File: config.mk
export PLATFORM = sky130hd
export DESIGN_NAME = masked_burst_agen
export DESIGN_NICKNAME = d
export VERILOG_FILES = /design/src/rtl/mbc_pkg.sv /design/src/rtl/mbc_decode.sv /design/src/rtl/mbc_mask.sv /design/src/rtl/mbc_counter.sv /design/src/rtl/mbc_readback.sv /design/src/rtl/masked_burst_agen.sv
export SDC_FILE = /design/constraint.sdc
export NUM_CORES = 1
export LEC_CHECK = 0
export BUFFER_PORTS_ARGS = -buffer_cell sky130_fd_sc_hd__buf_2
export CORE_MARGIN = 4
export CORE_UTILIZATION = 57
export DETAILED_ROUTE_END_ITERATION = 8
export HOLD_SLACK_MARGIN = 0.15
export PLACE_DENSITY = 0.9
export SETUP_SLACK_MARGIN = 0.05
export SLEW_MARGIN = 30
export SYNTH_ARGS = -nofsm -noshare
export SYNTH_HDL_FRONTEND = slang
export SYNTH_HIERARCHICAL = 1
export SYNTH_SLANG_ARGS = --single-unit
File: constraint.sdc
create_clock -name clk -period 3.3 [get_ports clk]
set_input_delay 0.33 -clock clk [delete_from_list [all_inputs] [get_ports clk]]
set_output_delay 0.33 -clock clk [all_outputs]
set_load 0.02 [all_outputs]
File: src/rtl/mbc_pkg.sv
`timescale 1ns/1ps
package mbc_pkg;
  parameter int ADDR_W = 17;
  typedef logic [ADDR_W-1:0] addr_t;
  localparam addr_t ALL_ONES = '1;

  typedef enum logic [2:0] {
    OP_HOLD, OP_MRST, OP_CLR, OP_LOAD, OP_INC, OP_MLOAD
  } op_e;

  // step size chosen by mask bit 0
  function automatic addr_t step_of(addr_t m);
    return m[0] ? addr_t'(1) : addr_t'(2);
  endfunction

  // counting part has reached its top value
  function automatic logic at_top(addr_t c, addr_t m);
    return (c & m) == m;
  endfunction

  // advance the bits under the mask, keep the rest
  function automatic addr_t bump(addr_t c, addr_t m);
    addr_t s;
    s = c + step_of(m);
    return (c & ~m) | (s & m);
  endfunction

  // clear the bits under the mask
  function automatic addr_t clr_low(addr_t c, addr_t m);
    return c & ~m;
  endfunction
endpackage

File: src/rtl/mbc_decode.sv
`timescale 1ns/1ps
module mbc_decode
  import mbc_pkg::*;
(
  input  logic mrst,
  input  logic cnt_clr,
  input  logic ld,
  input  logic inc,
  input  logic sel_cnt,
  output op_e  op
);
  always_comb begin
    if (mrst)                   op = OP_MRST;
    else if (!sel_cnt)          op = ld ? OP_MLOAD : OP_HOLD;
    else if (cnt_clr)           op = OP_CLR;
    else if (ld)                op = OP_LOAD;
    else if (inc)               op = OP_INC;
    else                        op = OP_HOLD;
  end
endmodule

File: src/rtl/mbc_mask.sv
`timescale 1ns/1ps
module mbc_mask
  import mbc_pkg::*;
(
  input  logic  clk,
  input  op_e   op,
  input  addr_t din,
  output addr_t mask_q
);
  always_ff @(posedge clk) begin
    if (op == OP_MRST)       mask_q <= ALL_ONES;
    else if (op == OP_MLOAD) mask_q <= din;
  end
endmodule

File: src/rtl/mbc_counter.sv
`timescale 1ns/1ps
module mbc_counter
  import mbc_pkg::*;
(
  input  logic  clk,
  input  op_e   op,
  input  addr_t din,
  input  addr_t mask,
  output addr_t cnt_q,
  output addr_t mir_q,
  output logic  wrap_evt,
  output logic  term_set,
  output logic  term_n
);
  addr_t cnt_d, mir_d, stepped;

  always_comb begin
    stepped  = bump(cnt_q, mask);
    wrap_evt = (op == OP_INC) && at_top(cnt_q, mask);
    term_set = (op == OP_INC) && !wrap_evt && at_top(stepped, mask);
    cnt_d    = cnt_q;
    mir_d    = mir_q;
    case (op)
      OP_MRST: begin cnt_d = '0; mir_d = '0; end
      OP_CLR:  cnt_d = clr_low(cnt_q, mask);
      OP_LOAD: begin cnt_d = din; mir_d = din; end
      OP_INC:  cnt_d = wrap_evt ? mir_q : stepped;
      default: ;
    endcase
  end

  always_ff @(posedge clk) begin
    cnt_q  <= cnt_d;
    mir_q  <= mir_d;
    term_n <= !term_set;
  end
endmodule

File: src/rtl/mbc_readback.sv
`timescale 1ns/1ps
module mbc_readback
  import mbc_pkg::*;
(
  input  logic  rdbk,
  input  logic  sel_cnt,
  input  addr_t cnt,
  input  addr_t mask,
  output addr_t data
);
  always_comb begin
    if (!rdbk)        data = '0;
    else if (sel_cnt) data = cnt;
    else              data = mask;
  end
endmodule

File: src/rtl/masked_burst_agen.sv
`timescale 1ns/1ps
module masked_burst_agen
  import mbc_pkg::*;
(
  input  logic              clk,
  input  logic              mrst,
  input  logic              cnt_clr,
  input  logic              ld,
  input  logic              inc,
  input  logic              sel_cnt,
  input  logic              rdbk,
  input  logic [ADDR_W-1:0] addr_in,
  output logic [ADDR_W-1:0] addr_out,
  output logic [ADDR_W-1:0] rdbk_data,
  output logic              term_n
);
  op_e   op;
  addr_t mask_q, cnt_q, mir_q;
  logic  wrap_evt, term_set;

  mbc_decode u_dec (
    .mrst(mrst), .cnt_clr(cnt_clr), .ld(ld), .inc(inc),
    .sel_cnt(sel_cnt), .op(op)
  );

  mbc_mask u_mask (.clk(clk), .op(op), .din(addr_in), .mask_q(mask_q));

  mbc_counter u_cnt (
    .clk(clk), .op(op), .din(addr_in), .mask(mask_q),
    .cnt_q(cnt_q), .mir_q(mir_q), .wrap_evt(wrap_evt),
    .term_set(term_set), .term_n(term_n)
  );

  mbc_readback u_rb (
    .rdbk(rdbk), .sel_cnt(sel_cnt), .cnt(cnt_q), .mask(mask_q),
    .data(rdbk_data)
  );

  assign addr_out = cnt_q;
endmodule

# Word level (Yosys, flattened, before mapping)
# Index checks and enable logic that the tools add are counted.
# word_totals
regBits	52
latch_bits	0
ram_bits	0
romBits	0
inputBits	24
output_inout_bits	35
elab_cells	37
memories	0
# op_classes
addsub	1
multipliers	0
n_div	0
n_lt_le_gt_ge	0
n_eq_ne	7
shifts	0
mux	12
n_bitwise	6
reduce_logical	7
# ops
cell	n
17-bit bitwise AND	4
17-bit case mux with 4 select lines	1
17-bit 2-to-1 mux	3
17-bit equality test	2
17-bit case mux with 2 select lines	1
3-bit 2-to-1 mux	6
17-bit adder	1
17-bit NOT	1
17-bit bitwise OR	1
3-bit by 2-bit equality test with 1-bit output (second input constant)	2
3-bit equality test (second input constant)	2
4-bit nonzero test	1
3-bit by 1-bit equality test with 1-bit output (second input constant)	1
1-bit logical AND	3
1-bit zero test	2
2-bit 2-to-1 mux	1
2-bit nonzero test	1

# Longest topological paths before layout
# Gate-level depths: netlist of run 1.
# depth
ltp_word	11
ltp_mapped	10
depth_no_buf	9

# Hierarchy
# The synthesis of run 1 kept the hierarchy.
# modules_own_cells
module	n_inst	cells_each	area_each_um2
mbc_counter	1	266	2537.4
mbc_mask	1	55	730.7
mbc_readback	1	37	311.5
mbc_decode	1	7	46.3

# Least setup slack after synthesis of run 1
# Ideal clock, no wire load.
# synth_timing
kind	reg-to-reg
from	register u_cnt.cnt_q[0]
to	register u_cnt.term_n
setup_time_ns	0.139
arrival_ns	2.502
required_time_ns	3.161
path_slack_ns	0.659
path_stages_with_launch	11
path_buffers	1
cell_sequence	edfxtp_1 > ha_1 > inv_1 > fa_1 > and4b_1 > buf_4 > and4_4 > xnor2_1 > a2111oi_2 > and4_1 > nand4_1
# synth_between
elab_chain_len	7
elab_cells_between_ends	13
# synth_lines
item	line_no	rtl
from (decl)	mbc_counter.sv:9	output addr_t cnt_q,
from (signal assigned)	mbc_counter.sv:33	cnt_q <= cnt_d;
17-bit adder or 17-bit bitwise AND (tied branches)	mbc_pkg.sv:24, mbc_pkg.sv:18	
17-bit bitwise AND or 17-bit equality test (tied branches)	mbc_pkg.sv:25, mbc_pkg.sv:18	
17-bit bitwise OR or 1-bit logical AND (tied branches)	mbc_pkg.sv:25, mbc_counter.sv:19	
17-bit bitwise AND or 1-bit zero test (tied branches)	mbc_pkg.sv:18, mbc_counter.sv:20	
17-bit equality test or 1-bit logical AND (tied branches)	mbc_pkg.sv:18, mbc_counter.sv:20	
1-bit logical AND *	mbc_counter.sv:20	term_set = (op == OP_INC) && !wrap_evt && at_top(stepped, mask);
1-bit zero test *	mbc_counter.sv:35	term_n <= !term_set;
to (signal assigned)	mbc_counter.sv:35	
to (decl)	mbc_counter.sv:13	output logic term_n
# Mark *: on every way between the ends. The rest lies on a longest branch, timed or not.
# A chain may end at the register's enable or synchronous reset.

# Final worst setup path of run 1
# layout_timing
from	register u_mask.mask_q[0]
to	register u_cnt.term_n
# layout_between
elab_chain_len	8
elab_cells_between_ends	15
# layout_lines
item	line_no	rtl
from (decl)	mbc_mask.sv:8	output addr_t mask_q
from (signal assigned)	mbc_mask.sv:12	else if (op == OP_MLOAD) mask_q <= din;
2-bit 2-to-1 mux	mbc_pkg.sv:13	return m[0] ? addr_t'(1) : addr_t'(2);
17-bit adder	mbc_pkg.sv:24	s = c + step_of(m);
17-bit bitwise AND	mbc_pkg.sv:25	return (c & ~m) | (s & m);
17-bit bitwise OR	mbc_pkg.sv:25	
17-bit bitwise AND	mbc_pkg.sv:18	return (c & m) == m;
17-bit equality test	mbc_pkg.sv:18	
1-bit logical AND *	mbc_counter.sv:20	
1-bit zero test *	mbc_counter.sv:35	
# Marks and branches as above.

==> results of run 1 <==
-- through the flow --
step                        util  instances  hold WS (ps)  instance area (µm²)
after floorplan                -        363         480.0                 3613
after global placement    0.6516        483         497.5                 3926
after detailed placement  0.6516        483         518.1                 3926
after CTS                 0.6665        491         324.5                 4016
after global routing      0.6665        491         334.2                 4016
final                     0.6665        491         331.3                 4016
-- state kept, by name, indices dropped and copies added (netlist names) --
| register | count |
|---|---|
| u_cnt/cnt_q | 17 |
| u_cnt/mir_q | 17 |
| u_cnt/term_n | 1 |
| u_mask/mask_q | 17 |
-- routing by layer --
layer	wire, µm	part of all wire	vias up
met5	0	0	-
met4	113	0.012	0
met3	804	0.086	14
met2	4677	0.50	194
met1	3800	0.40	1522
li1	-	-	1407
-- worst max-delay path, delay by kind of cell (launching register included) --
kind	cells	cell delay (ps)
AND/OR/NAND/NOR	4	1020
adder cells (fa/ha/maj)	2	710
flip-flops	1	470
AO/OA/AOI/OAI	1	420
XOR/XNOR	1	90
buffers and inverters	1	70
-- path summary, 6_finish.rpt --
check	startpoint	to	slack, ps	depth (start not counted)
max	u_mask/mask_q[0]	u_cnt/term_n	380	9
min	addr_in[3]	u_mask/mask_q[3]	330	3
max reg2reg	u_mask/mask_q[0]	u_cnt/term_n	380	9
min reg2reg	u_mask/mask_q[16]	u_mask/mask_q[16]	540	1
-- cells in the final DEF, fill, tap and decap left out, types with 8 or more instances in the layout --
cell and n:
sky130_fd_sc_hd__nand2b_1 25, sky130_fd_sc_hd__and3_1 18, sky130_fd_sc_hd__edfxtp_1 34, sky130_fd_sc_hd__nor2b_1 18, sky130_fd_sc_hd__o21ai_0 19, sky130_fd_sc_hd__buf_2 58, sky130_fd_sc_hd__a31oi_1 18, sky130_fd_sc_hd__buf_4 8
sky130_fd_sc_hd__nand2_1 19, sky130_fd_sc_hd__dfxtp_1 18, sky130_fd_sc_hd__mux2i_1 36, sky130_fd_sc_hd__mux2_4 10, sky130_fd_sc_hd__xnor2_1 17, sky130_fd_sc_hd__inv_1 21, sky130_fd_sc_hd__nor2_1 10
-- power by group through the flow --
stage / clock network (mW) / registers, mW / logic, mW
2_1_floorplan: 0 / 0.851 / 0.264
3_3_place_gp: 0 / 0.853 / 0.371
3_5_place_dp: 0 / 0.859 / 0.384
4_1_cts: 0.385 / 0.845 / 0.386
5_1_grt: 0.416 / 0.858 / 0.420
6_report: 0.380 / 0.848 / 0.390
-- layout make-up --
class,instances,share of cell area
multi-input combinational,269,0.5034
sequential,52,0.3439
timing repair buffer,66,0.08723
tap,75,0.02336
clock buffer,8,0.02243
inverter,21,0.01963
==> results.txt, run 1 <==
At the pin with the least slew margin, the transition time is 834.9 ps. The tools report the met3 usage as 0.04233. The total net switching power came out at 0.5227 mW. Counting along the longest clock path gives a buffer depth of 2. Dividing the detail-routed wire length by the instance count gives 19.13 µm. The first detailed-routing pass ran for 5 iterations. The global-route track usage on met2 is 0.4315, and the worst relative slew slack is 0.4409.

When the netlist entered floorplanning its net count stood at 392. Across the whole layout, storage elements account for 1381 µm². Once routing completed, OpenROAD measured the worst setup slack at 383.5 ps. The logs give 3100 ps for the worst endpoint data arrival time and 7677 µm² for the total die area. The area of the core is 6026 µm², and the largest net degree at the start of global routing is 22. The remaining antenna violation count after routing was 0; the number of standard-cell rows in the floorplan was 28. Prior to clock tree synthesis, the placed netlist has a worst setup slack of 509.1 ps.

Hold repair after CTS inserted 0 buffers. The logs give 0 for the total count of hold-check failures in the final report and 52 for the clock sink count. The maximum net fanout on the critical path works out to 6.

The path type of the worst min-delay path was primary input to register. The period utilization came out at 0.8838. Using the TritonRoute via totals, the vias-per-cell ratio works out to 6.389. VDD sags by at most 223.2 µV. The clock network power share was 0.235. After global routing the overflow that remains totals 0. The number of cells produced by synthesis was 363; the number of nets in the layout was 444. The switching fraction of total power works out to 0.3232. The number of port buffers came out at 58. met2 is the most crowded layer.

The total global routing track utilization was 0.2484. The starting density of the core was 0.5997. Setup repair after global routing left no endpoint under its margin. The via count of the first global-routing pass is 3,021, and the layout filler cell count is 489. The data required time at the worst endpoint came out at 3480 ps. Number of setup violations in the final report: 0. After synthesis the cells add up to 3613 µm². Power per unit of standard cell area: 402.6 nW/µm².

The startpoint kind of the worst setup timing path is a register. TritonCTS built the clock tree. The detailed router placed 3,137 vias in this run.

For the met1 layer usage reported by global route, the log shows 0.3170. The area growth from synthesis to layout is 11.15%. The run finished with clean final reports.

Walking the worst path, the cells encountered are ha_1 -> inv_1 -> fa_1 -> and4b_1 -> and4_4 -> xnor2_1 -> a2111oi_2 -> and4_1 -> nand4_1. The congestion estimate from routability-driven global placement came to 0.9621. In this run the vertical extent of the chip is 87.62 µm. The master cell of the clock root buffer was sky130_fd_sc_hd__clkbuf_8. The first global-routing pass estimated 14,800 µm of wire. The design internal power is 1.094 mW. Critical-path cell with the highest stage delay: sky130_fd_sc_hd__dfxtp_1. The run gives 0.524 as the sequential group share of total power.

A synthesized cell averages 9.954 µm². For this run, the slowest stage of the critical path takes 470 ps. The setup path with the least slack is of type register to register. The max-capacitance violation count is 0. From left edge to right edge, the die measures 87.62 µm.

In this run, post-CTS repair resized a total of 0 instances. The number of antenna violations at the first check in global routing is 0, and the total power draw is 1.617 mW. The combinational power share was 0.241; the setup TNS was 0 ps.

The multi-input combinational cells in the finished layout cover a total of 2022 µm². The repair_antennas step left the layout with diodes totalling 0. DRC violation count after routing: 0. Counting the buffers created by CTS gives 5. The worst path needs 2916 ps of the cycle, external delays included. During I/O placement, the number of pins put on the boundary was 59. The worst setup path is captured at a register. In this run the static leakage power is 1.901 nW. The final wirelength was 9395 µm; the clock slew at the register clock pins of the worst setup and hold paths was 90 ps. The first routing iteration left 374 violations. The achievable clock frequency is 342.9 MHz, and the number of post-CTS setup repair buffers is 0. The clock latency reported for the late side of the worst-skew pair came out at 310 ps. The share of layout cells above drive strength 1 came out at 0.2404. The H-tree was split into 2 levels. The Yosys step of the flow raised 6 warnings.

The tools report the number of pins with negative max-slew slack in the final report as 0. Once detailed placement completed, the half-perimeter wirelength came to 6491 µm. On the final layout, the worst clock skew is 7.819 ps.
Note: power is estimated with default switching activity, not from simulation.
==> run 2: changes to the inputs <==
--- a/config.mk
+++ b/config.mk
@@ -5,12 +5,13 @@
 export SDC_FILE = /design/constraint.sdc
 export NUM_CORES = 1
 export LEC_CHECK = 0
+export ABC_AREA = 1
 export BUFFER_PORTS_ARGS = -buffer_cell sky130_fd_sc_hd__buf_2
 export CORE_MARGIN = 4
-export CORE_UTILIZATION = 57
+export CORE_UTILIZATION = 58
 export DETAILED_ROUTE_END_ITERATION = 8
 export HOLD_SLACK_MARGIN = 0.15
-export PLACE_DENSITY = 0.9
+export PLACE_DENSITY = 0.91
 export SETUP_SLACK_MARGIN = 0.05
 export SLEW_MARGIN = 30
 export SYNTH_ARGS = -nofsm -noshare
==> results.txt, run 2 <==
The run finished with clean final reports. For the DRC violation count after routing, the log shows 0 (unchanged). The per-instance average area after synthesis came out at 6.599 µm² (-34%). The met1 layer usage reported by global route is 0.3962 (+0.07925), and the share of layout cells above drive strength 1 is 0.1750 (-0.06542).

The instance area at placement was 4035 µm² (+2.8%); the area growth from synthesis to layout was 11.57%. The tools report the number of setup violations in the final report as 0 (unchanged). The tools report the last weighted congestion value of the routability-driven placer as 0.9485 (-1.4%). The maximum net fanout on the critical path came out at 6 (unchanged). The logs give 0 (unchanged) for the number of antenna violations at the first check in global routing and 17,320 µm (+17%) for the wire length of the first global-routing pass. The count of yosys warnings during synthesis was 6 (unchanged); the time the worst path needs with I/O delays and setup was 2496 ps (-420.6 ps). The most common cell after layout, fill and taps aside is sky130_fd_sc_hd__nand2_1. Setup repair after global routing left no endpoint under its margin. The number of buffers created by CTS is 5 (unchanged), and the period utilization is 0.7563 (-0.1274). The worst endpoint data arrival time was 2560 ps (-540 ps); the clock sink count was 52 (unchanged). For the via count of the first global-routing pass, the log shows 3,577 (+18%). The logs give 3709 µm² (+2.6%) for the mapped cell area and 1.615 mW (-0.10%) for the total power draw.

Number of cells produced by synthesis: 562 (+55%). The kind of critical path is register to register. TritonCTS built the clock tree. The global-route track usage on met2 was 0.4781 (+0.04658).

The number of port buffers is 58 (unchanged). Most utilized layer in the global route result: met2. The number of iterations in the first detailed-routing pass came out at 6 (+1). The via count is 3,906 (+25%).

The worst relative slew slack came out at 0.4495 (+0.008650). The power per unit of standard cell area was 390.4 nW/µm² (-3.0%); the I/O pin count was 59 (unchanged). The cell sitting at the root of the clock tree is a sky130_fd_sc_hd__clkbuf_8. The via-per-instance ratio is 5.596 (-12%), and the post-synth net total is 591 (+51%). The vertical extent of the die came out at 87.96 µm (+0.39%). The first-iteration detailed-routing DRC count is 475 (+27%). The final standard cell area without fillers was 4138 µm² (+3.0%).

The pin slew with the least headroom to its limit works out to 817.1 ps (-17.83 ps). The clock slew at the register clock pins of the worst setup and hold paths came out at 90 ps (about the same). The total congestion overflow after global routing was 0 (unchanged).

For the worst clock skew, the log shows 8.310 ps (+0.4916 ps). The horizontal extent of the die was 87.96 µm (+0.39%). The tools report the total count of hold-check failures in the final report as 0 (unchanged).

The run gives 0.03010 (-0.01223) as the met3 usage. The largest net degree at the start of global routing came out at 35 (+59%). The total global routing track utilization came out at 0.2890 (+0.04062).

The remaining antenna violation count after routing is 0 (unchanged). The tightest min-delay check is of the primary input to register type. The number of post-CTS setup repair buffers was 0 (unchanged); the number of nets in the layout was 651 (+47%).

In the layout the commonest cells are 148 x sky130_fd_sc_hd__nand2_1, 137 x sky130_fd_sc_hd__nor2_1, 75 x sky130_fd_sc_hd__inv_1, 58 x sky130_fd_sc_hd__buf_2, 37 x sky130_fd_sc_hd__nand3_1. In the final layout, the registers with the most flip-flops are u_cnt/cnt_q: 17 flops, u_cnt/mir_q: 17 flops, u_mask/mask_q: 17 flops. The max-capacitance violation count was 0 (unchanged); the number of H-tree levels was 2 (unchanged).

The setup TNS was 0 ps (unchanged); the count of hold buffers inserted by post-cts repair was 0 (unchanged). The tools report the worst vdd rail ir drop as 378.2 µV (+69%). The achievable clock frequency was 400.7 MHz (+17%). For the clock latency reported for the late side of the worst-skew pair, the log shows 310 ps (about the same).

The total die area is 7737 µm² (+0.78%). The run gives 0.6119 (+0.01222) as the starting density of the core. The maximum buffer depth of the clock tree was 2 (unchanged); the detailed placer's ending HPWL was 8495 µm (+31%).

The data required time at the worst endpoint was 3360 ps (-120 ps). The logs give 6061 µm² (+0.58%) for the area of the core and 0 (unchanged) for the number of pins with negative max-slew slack in the final report. The post-CTS resize count was 0 (unchanged). The detail-routed net length per standard cell works out to 15.39 µm (-20%). The worst setup path is launched from a register. STA classifies the critical path endpoint as a register. The cell leakage power was 2.229 nW (+17%); the count of antenna diodes in the layout was 0 (unchanged). The tools report the number of standard-cell rows in the floorplan as 28 (unchanged). The logs give 10,740 µm (+14%) for the final wirelength and 560 (+15%) for the layout filler cell count.
==> run 2: worst paths after layout <==
kind,start,to,slack [ps],depth (start not counted)
worst max-delay path,u_mask/mask_q[0],u_cnt/cnt_q[10],800,11
worst min register to register,u_cnt/mir_q[7],u_cnt/cnt_q[7],530,2
worst min-delay path,addr_in[8],u_mask/mask_q[8],250,3
worst max register to register,u_mask/mask_q[0],u_cnt/cnt_q[10],800,11
==> run 2: power breakdown <==
part / switching [mW] / total (mW) / internal [mW]
logic: 0.263 / 0.383 / 0.120
registers: 0.0781 / 0.838 / 0.760
clock network: 0.199 / 0.394 / 0.195
==> run 2: routing by layer <==
metal | vias to the layer above | routed length (µm)
met5 | - | 0
li1 | 1872 | -
met1 | 1727 | 4394
met4 | 0 | 227
met2 | 282 | 4937
met3 | 25 | 1183
==> run 2: metrics by stage <==
stage / worst slack [ps] / cells / util / hold WS [ps]
after floorplan: 526.3 / 562 / - / 450.7
final: 804.1 / 698 / 0.6827 / 250.8
after detailed placement: 740.9 / 690 / 0.6658 / 515.4
after global placement: 867.4 / 690 / 0.6658 / 509.9
after CTS: 853.3 / 698 / 0.6827 / 247.9
after global routing: 536.7 / 698 / 0.6827 / 245.5
==> run 2: critical path: stages, from the launching register on <==
cell                      delay (ps)
sky130_fd_sc_hd__dfxtp_1         520
sky130_fd_sc_hd__ha_1            250
sky130_fd_sc_hd__inv_1            80
sky130_fd_sc_hd__fa_1            470
sky130_fd_sc_hd__nor2_4          200
sky130_fd_sc_hd__nand2_2          90
sky130_fd_sc_hd__o21ai_0         200
sky130_fd_sc_hd__nand2_1          80
sky130_fd_sc_hd__inv_1           130
sky130_fd_sc_hd__a21oi_1          80
sky130_fd_sc_hd__o21ai_1          90
sky130_fd_sc_hd__nand3_1          80
==> run 2: area by class of cell <==
type / count / area [µm²] / share of cell area
Sequential cell: 52 / 1381 / 0.3338
Multi-Input combinational cell: 412 / 1897 / 0.4584
Timing Repair Buffer: 63 / 327.8 / 0.07923
Inverter: 88 / 335.3 / 0.08104
Tap cell: 75 / 93.84 / 0.02268
Clock inverter: 1 / 5.005 / 0.001210
Clock buffer: 7 / 97.59 / 0.02359
